### config.mk
export PLATFORM = sky130hd
export DESIGN_NAME = pairwise_widen_add
export DESIGN_NICKNAME = d
export VERILOG_FILES = /design/src/rtl/pairwise_widen_add.sv
export SDC_FILE = /design/constraint.sdc
export NUM_CORES = 1
export LEC_CHECK = 0
export ABC_AREA = 1
export BUFFER_PORTS_ARGS = -buffer_cell sky130_fd_sc_hd__buf_2
export CORE_MARGIN = 4
export CORE_UTILIZATION = 55
export CTS_BUF_LIST = sky130_fd_sc_hd__clkbuf_16
export CTS_CLUSTER_SIZE = 10
export DETAILED_ROUTE_END_ITERATION = 10
export PLACE_DENSITY = 0.78
export SLEW_MARGIN = 20
export SYNTH_ARGS = -nofsm -noshare
export SYNTH_HDL_FRONTEND = slang
export SYNTH_SLANG_ARGS = --single-unit
### constraint.sdc
create_clock -name clk -period 1.09 [get_ports clk]
set_clock_uncertainty 0.2 [all_clocks]
set_input_delay 0.218 -clock clk [delete_from_list [all_inputs] [get_ports clk]]
set_output_delay 0.218 -clock clk [all_outputs]
set_load 0.02 [all_outputs]
### src/rtl/pairwise_widen_add.sv
module pairwise_widen_add #(
  parameter int DATA_W = 64
) (
  input  logic              clk,
  input  logic              rst_n,
  input  logic              in_valid,
  input  logic [1:0]        mode,
  input  logic [DATA_W-1:0] operand,
  output logic              out_valid,
  output logic [DATA_W-1:0] result
);
  localparam int BYTE_W  = 8;
  localparam int HALF_W  = 16;
  localparam int LANES_B = DATA_W / (2*BYTE_W);
  localparam int LANES_H = DATA_W / (2*HALF_W);

  logic              is_signed;
  logic              is_half;
  logic [DATA_W-1:0] sum_b;
  logic [DATA_W-1:0] sum_h;

  assign is_signed = mode[0];
  assign is_half   = mode[1];

  for (genvar k = 0; k < LANES_B; k++) begin : g_byte
    logic [BYTE_W-1:0]   lo, hi;
    logic [2*BYTE_W-1:0] lo_x, hi_x;
    assign lo   = operand[2*BYTE_W*k +: BYTE_W];
    assign hi   = operand[2*BYTE_W*k+BYTE_W +: BYTE_W];
    assign lo_x = {{BYTE_W{is_signed & lo[BYTE_W-1]}}, lo};
    assign hi_x = {{BYTE_W{is_signed & hi[BYTE_W-1]}}, hi};
    assign sum_b[2*BYTE_W*k +: 2*BYTE_W] = lo_x + hi_x;
  end

  for (genvar k = 0; k < LANES_H; k++) begin : g_half
    logic [HALF_W-1:0]   lo, hi;
    logic [2*HALF_W-1:0] lo_x, hi_x;
    assign lo   = operand[2*HALF_W*k +: HALF_W];
    assign hi   = operand[2*HALF_W*k+HALF_W +: HALF_W];
    assign lo_x = {{HALF_W{is_signed & lo[HALF_W-1]}}, lo};
    assign hi_x = {{HALF_W{is_signed & hi[HALF_W-1]}}, hi};
    assign sum_h[2*HALF_W*k +: 2*HALF_W] = lo_x + hi_x;
  end

  always_ff @(posedge clk or negedge rst_n) begin
    if (!rst_n) begin
      out_valid <= 1'b0;
      result    <= '0;
    end else begin
      out_valid <= in_valid;
      if (in_valid) result <= is_half ? sum_h : sum_b;
    end
  end
endmodule

==> impl_results.md, run 1 <==
* Clock sink total at 53
* Number of synthesis warnings at 0
* Outcome: stopped before the end
* Largest family of logic cells by synthesized area: simple AND/OR/NAND/NOR gates
* Synth Area in XOR/XNOR at 1.06%
* CTS H-tree lvls at 2
* Setup bufs post-CTS at 43
* Async SR Flop Fraction at 100%
* Synth Instances at 902
* Syn Std Cell Area at 5810 um2
* Post_cts resized at 429
* Stopping stage: clock tree synthesis
* Worst slack, placed at -1030 ps
* Post-synth EDFFs at 0
* I/O pins at approximately 130
* Synth top area share at 22.8%
* CTS Hold Bufs at 1
* Syn nets at 1047
* Post-synthesis mux area share at 0%
* CTS root buf: clkbuf_16
* Placed cell area at 8490 um2
* Placer Congestion at between 0.9 and 1
* Post-Synth Adder-Cell Area at around 17%
* Synth unique cells at 30
* Post-DP HPWL at between 15000 and 20000 um
* CTS buffer count at 5
* Seq/Total Area, Yosys at between 20 and 25%
* Post-Synth Simple-Gate Area at 33.7%
* Ys flop type: dfrtp_1
* Die Ht at approximately 110 um
* Area leader, netlist: dfrtp_1
* Largest cells by area after synthesis: dfrtp_1 (23%), nand2_1 (17%), ha_1 (15%), a21oi_1 (7.9%), inv_1 (6.2%)
* Synth Register Bits at 53
* Initial Util at 56.3%
* Post-synthesis average cell area at roughly 6.4 um2
* CTS max path bufs at 2
* IO buf count at approximately 130
* Row count at 37
* Die width at 111 um
* Fraction of the mapped netlist area in compound gates at 16.1%
* Error msg: [ERROR DPL-0038] Utilization greater than 100%, impossible to legalize
[metrics by stage]
stage	TNS, ps	cells
after floorplan	-27460	902
after global placement	-41980	1337
after detailed placement	-44370	1337
[cells in the mapped netlist (5+ instances only)]
cell      number
a21o_1         5
fa_1           6
nand2_2        6
clkbuf_1      12
o21ai_0       51
inv_1         96
a21oi_1       92
o21bai_1       6
ha_1          70
buf_4         12
nand4_1        9
nand3b_1      11
nand3_1       59
nand2_1      267
xor2_1         7
dfrtp_1       53
a31oi_1       13
nor2_1        95
[cell families after synthesis]
kind of cell             after synthesis
flip-flops                            53
AND/OR/NAND/NOR                      462
adder cells (fa/ha/maj)               76
AO/OA/AOI/OAI                        175
buffers and inverters                129
XOR/XNOR                               7
==> run 2, diff against run 1 <==
Settings changed: CORE_UTILIZATION 55 to 40, CTS_BUF_LIST sky130_fd_sc_hd__clkbuf_16 to not set, CTS_CLUSTER_SIZE 10 to not set, PLACE_DENSITY 0.78 to not set, PLACE_DENSITY_LB_ADDON set to 0.15.
==> run 2 against run 1 <==
- the flow now finishes, with violations (setup timing)
- area after synthesis did not move
- synthesized cell count did not move
==> impl_results.md, run 2 <==
* Initial antenna violation count at 0
* Fin crit period at 1710 ps
* Worst-Skew Late Latency at 310 ps
* Antenna Violating Nets Remaining at 0
* Max Cap Viol at 0
* Post-Route WL at around 26000 um
* CTS max path bufs at 2 (unchanged)
* Placer Congestion at 0.939 (-1.1%)
* WHS at 63.3 ps
* PD cells at 1000 nW/um2
* Seq/Total Area, Yosys at 22.8% (unchanged)
* CTS H-tree lvls at 2 (unchanged)
* Layout cells sized above 1 at 56.7%
* Synth Register Bits at 53 (unchanged)
* Most frequent cells in the layout: buf_4 (215), nand2_1 (179), buf_6 (119), inv_1 (78), nor2_1 (74)
* Regs by FF count: result (52), out_valid (1)
* Diode count at 0
* Min-Delay Path Class: input pin to flop
* Async SR Flop Fraction at 100% (unchanged)
* Area leader, netlist: dfrtp_1
* Die width at 129 um (+16%)
* Post-DR wirelength/cell at 18.0 um
* Total track usage at 27.9%
* Worst slack, placed at -996 ps (+34.1 ps)
* Clock sink total at 53 (unchanged)
* GRT Residual Overflow at 0
* Fin. Hold Viols at 0
* Commonest cells in the synthesized netlist: nand2_1 (267), inv_1 (96), nor2_1 (95)
* Largest net degree at the start of global routing at 54
* # setup viols final at about 120
* Layout area overhead at 95.4%
* Post-layout net count at 1408
* Post-synth EDFFs at 0 (unchanged)
* Static Leak at 5.51 nW
* Clk slew on worst S/H paths at about 80 ps
* Syn nets at 1047 (unchanged)
* I/O pins at 134 (unchanged)
* CP Capture Type: flop
* Total Power at 11.4 mW
* CP Class: input pin to flop
* DRT iter0 DRCs at ~630
* Biggest register: result
* Via-to-Cell Ratio at 5.43
* Crit path DAT at 1760 ps
* Tcrit/Tclk final at 157%
* CTS tree: done
* Fmax at between 500 and 600 MHz
* CTS root buf: clkbuf_16
* Post-synthesis average cell area at 6.44 um2 (unchanged)
* Row count at 43 (+16%)
* IO buf count at 133 (unchanged)
* Core Util, Final at 80.9%
* First-pass GRT wire length at 36800 um
* Synth Instances at 902 (unchanged)
* Outcome: complete, but fails checks
* Vias at 7836
* Critical Path Fanout Max at 3
* Final worst setup slack at -621 ps
* Worst setup SP type: input pin
* VDD IR max at about 0.73 mV
* Worst EP required at 1140 ps
* Top-count cell post-synth: nand2_1
* Synth unique cells at 30 (unchanged)
* DRC at 0
* Synth top area share at 22.8% (unchanged)
* Number of synthesis warnings at 0 (unchanged)
* Max reg flops at 52
* Worst slew margin at slightly below 80%
* DR pass1 iterations at 6
* Initial Util at 41.4% (-15 points)
* Unrepaired setup endpoints after global routing: true
* Post-DP HPWL at 16900 um (-1.5%)
* Failing checks: setup timing
* Core Area at 14000 um2
* CTS buffer count at 5 (unchanged)
* Slew Viols, Final at 0
* Die area at 16500 um2
* Largest cells by area after synthesis: dfrtp_1 (23%), nand2_1 (17%), ha_1 (15%), a21oi_1 (7.9%), inv_1 (6.2%)
* FF-to-FF setup slack at -30 ps
* Vias in the first global route at 7419
* Syn Std Cell Area at 5810 um2 (unchanged)
* Die Ht at 129 um (+16%)
* Final TNS setup at -36720 ps
* Worst-Margin Slew at 339 ps
* Ys flop type: dfrtp_1
* Most common cell after layout, fill and taps aside: buf_4
==> run 2: cell counts after synthesis <==
No cell type changed its count.
==> run 2: kinds of logic after synthesis <==
logic type	count (synthesis)	synth area share (%)
flip-flops	53	22.8
AND/OR/NAND/NOR	462	33.7
adder cells (fa/ha/maj)	76	17.1
XOR/XNOR	7	1.06
buffers and inverters	129	9.17
AO/OA/AOI/OAI	175	16.1
==> run 2: report_power, final <==
part	internal (mW)	leakage, nW	total [mW]	switching (mW)
logic	3.41	4.81	6.88	3.46
clock network	1.09	0.0842	1.94	0.852
registers	2.27	0.619	2.56	0.286
total	6.78	5.51	11.4	4.60
==> run 2: critical path, stage by stage <==
cell and delay, ps:
buf_8 80, ha_4 130, inv_2 40, fa_2 340, inv_2 100, nand2_4 70
o21ai_4 190, nand2_2 90, nand2_2 90, nand3_2 80, nand3b_1 120, nand3_2 80
a21oi_2 130
==> run 2: per-stage QoR <==
stage / instance area (um2) / cells
final: 11400 / 1444
after CTS: 10600 / 1425
after global placement: 8510 / 1374
after detailed placement: 8510 / 1374
after floorplan: 6310 / 902
after global routing: 11400 / 1444
==> run 2: layout make-up <==
cell class              count  area [um2]
well taps                 180         225
clock inverters             3        43.8
fillers                   860        2690
repair buffers            383        3430
clock buffers               5         125
multi-input cells         722        5820
inverters                  98         388
flip-flops and latches     53        1330
==> run 2: path summary, 6_finish.rpt <==
kind                                        startpoint                      to  depth (start not counted)
worst max register to register  result[45]$_DFFE_PN0P_  result[45]$_DFFE_PN0P_                          4
min in group asynchronous                        rst_n  result[47]$_DFFE_PN0P_                          3
max in group asynchronous                        rst_n  result[37]$_DFFE_PN0P_                          3
worst max-delay path                       operand[48]  result[46]$_DFFE_PN0P_                         13
worst min register to register   result[1]$_DFFE_PN0P_   result[1]$_DFFE_PN0P_                          2
worst min-delay path                          in_valid     out_valid$_DFF_PN0_                          2
==> run 2: what timing repair did <==
| action | CTS | global route |
|---|---|---|
| hold buffers | 1 | 0 |
| gates resized for setup | 417 | 144 |
| setup buffers | 48 | 21 |
| endpoints found under the hold margin | 53 | 0 |
| pin swaps | 125 | 82 |
| setup endpoints to repair | 115 | 117 |
| cloned | 2 | 0 |
==> run 2: layer usage <==
metal / global-route usage (%) / share of wire [%]
met1: 35.7 / 40
met2: 47.4 / 50
met3: 4.28 / 6.0
met4: 10.4 / 3.9
met5: 0 / 0
No activity file was read; power rests on OpenSTA's default activity.
==> run 3, diff against run 2 <==
Settings changed: SLEW_MARGIN 20 to 0.
Clock period 1.09 ns to 2.2 ns, I/O delays scaled along.
==> run 3 against run 2 <==
- the run now ends clean
- combinational power down 70%
- critical path depth up 1
- first-iteration DRC count down 39%
- largest power group unchanged
==> impl_results.md, run 3 (synthesized netlist as in run 2, its figures left out) <==
* Outcome: finished, final reports clean
* Seq pwr share at 29.5% (+7.0 points)
* Core Area at 14000 um2 (unchanged)
* Final worst setup slack at 157 ps (+779 ps)
* Most common cell after layout, fill and taps aside: nand2_1
* Max stage delay on crit path at 370 ps (+30 ps)
* PD cells at 527 nW/um2 (-47%)
* Static Leak at 4.42 nW (-20%)
* Biggest register: result
* WHS at 278 ps (+215 ps)
* Worst setup SP type: input pin
* I/O pins at 134 (unchanged)
* DRT iter0 DRCs at 384 (-39%)
* CTS root buf: clkbuf_16
* Post-DR wirelength/cell at 14.5 um (-20%)
* Largest net degree at the start of global routing at 65 (+20%)
* DRC at 0 (unchanged)
* Layout area overhead at 32.9%
* Diode count at 0 (unchanged)
* Clk slew on worst S/H paths at 80 ps (about the same)
* CP Buf/Inv Count at 4 (+1)
* Row count at 43 (unchanged)
* DR pass1 iterations at 5 (-1)
* NetSw at 1.70 mW (-63%)
* CP Class: input pin to flop
* FILL cells at 1482 (+72%)
* Tcrit/Tclk final at between 90% and 100%
* Post-DP HPWL at 16100 um (-5.1%)
* GRT Residual Overflow at 0 (unchanged)
* Total Power at 4.07 mW (-64%)
* Most frequent cells in the layout: nand2_1 (267), buf_2 (133), buf_4 (131), inv_1 (96), nor2_1 (95)
* Critical Path Fanout Max at 2 (-1)
* Die area at 16500 um2 (unchanged)
* Via-to-Cell Ratio at 5.07 (-6.5%)
* Max reg flops at 52 (unchanged)
* Worst-Skew Late Latency at 310 ps (about the same)
* Total track usage at 23.5% (-4.3 points)
* Vias in the first global route at 6397 (-14%)
* Die width at 129 um (unchanged)
* CP Capture Type: flop
* CTS tree: done
* Initial antenna violation count at 0 (unchanged)
* Initial Util at 41.4% (unchanged)
* Die Ht at 129 um (unchanged)
* Max Cap Viol at 0 (unchanged)
* Final TNS setup at 0 ps (+36720 ps)
* Worst slack, placed at -201 ps (+795 ps)
* Worst EP required at 2240 ps (+1100 ps)
* Antenna Violating Nets Remaining at 0 (unchanged)
* CTS H-tree lvls at 2 (unchanged)
* Fmax at 490 MHz
* Unrepaired setup endpoints after global routing: false
* Fin. Hold Viols at 0 (unchanged)
* Worst path cell trace: buf_2 > ha_2 > inv_1 > fa_1 > inv_1 > nand2_1 > o21ai_2 > buf_4 > nand2_1 > nand2_1 > nand3_1 > nand3b_1 > nand3_1 > a21oi_2
* CP delay by family, top: adder cells
* CTS buffer count at 5 (unchanged)
* Fin crit period at about 2000 ps
* VDD IR max at 0.318 mV (-56%)
* Sw Share at 41.6% (+1.2 points)
* Worst-Margin Slew at 476 ps (+137 ps)
* Combinational power share at 50.1% (-10 points)
* # setup viols final at 0 (-100%)
* CTS max path bufs at 2 (unchanged)
* IO buf count at 133 (unchanged)
* Layout cells sized above 1 at 25.8% (-31 points)
* Regs by FF count: result (52), out_valid (1)
* Post-layout net count at 1290 (-8.4%)
* Area taken by multi-input logic gates at 3960 um2 (-32%)
* Slowest CP cell: fa_1
* Total area of sequential cells at 1330 um2 (-0.19%)
* Slew Viols, Final at 0 (unchanged)
* Clock share of power at 20.4% (+3.3 points)
* Vias at 6727 (-14%)
* Min-Delay Path Class: flop to flop
* Cell internal pwr at 2.38 mW (-65%)
* Post-Route WL at 19300 um (-26%)
* Cell mode on critical path: nand2_1
* First-pass GRT wire length at 31200 um (-15%)
* Clock sink total at 53 (unchanged)
* Crit path DAT at 2090 ps (+330 ps)
* Worst slew margin at 68.3% (-9.0 points)
* Placer Congestion at 0.950 (+1.2%)
==> run 3: cell count changes in the layout (fill, tap and decap cells not counted), moves of 50 or more <==
cell     before  now
buf_4       215  131
ha_4         60    0
a21oi_2      53    3
buf_6       119    0
nand2_1     179  267
buf_2        28  133
ha_1          9   69
nand2_2      66    6
a21oi_1      35   91
==> run 3: repair_timing <==
item,in CTS,in global routing
hold endpoints to repair,17,0
hold buffers,1,0
setup buffers,0,0
endpoints found under the setup margin,0,3
resized for setup,0,5
==> run 3: power by group through the flow <==
stage / clock [mW] / sequential [mW] / combinational, mW
after floorplan: 0 / 1.41 / 1.03
after global placement: 0 / 1.22 / 2.02
after detailed placement: 0 / 1.22 / 2.04
after CTS: 0.863 / 1.21 / 2.05
after global routing: 0.893 / 1.22 / 2.28
final: 0.830 / 1.20 / 2.04
==> run 3: area by class of cell <==
cell class / count / share of cell area (%)
repair buffers: 267 / 22.0
well taps: 180 / 2.92
multi-input cells: 720 / 51.3
flip-flops and latches: 53 / 17.2
clock buffers: 6 / 1.67
inverters: 98 / 4.76
clock inverters: 2 / 0.178
==> run 3: per-layer routing <==
layer  wire, um  vias up  GRT usage [%]
li1           -     3452              -
met1       8530     3052           30.2
met2       9190      193           41.1
met3       1020       30           3.11
met4        522        0           7.23
met5          0        -              0
==> run 3: metrics by stage <==
stage               instances  area (um2)  util [%]
CTS                      1326        7710      54.9
finish                   1326        7720      55.0
floorplan                 902        5810         -
global route             1326        7720      55.0
global placement         1317        7560      53.8
detailed placement       1317        7560      53.8
==> run 3: worst register-to-register path, cell delays in order (launching register included) <==
cell	delay [ps]
dfrtp_1	430
nor2_1	120
a21oi_1	50
==> run 3: final timing paths <==
kind	start	endpoint	slack (ps)	cells past startpoint
max	operand[32]	result[46]$_DFFE_PN0P_	160	14
min	result[55]$_DFFE_PN0P_	result[55]$_DFFE_PN0P_	280	2
max reg2reg	result[62]$_DFFE_PN0P_	result[62]$_DFFE_PN0P_	1290	2
min reg2reg	result[55]$_DFFE_PN0P_	result[55]$_DFFE_PN0P_	280	2
max in group asynchronous	rst_n	result[15]$_DFFE_PN0P_	750	3
min in group asynchronous	rst_n	result[32]$_DFFE_PN0P_	470	2
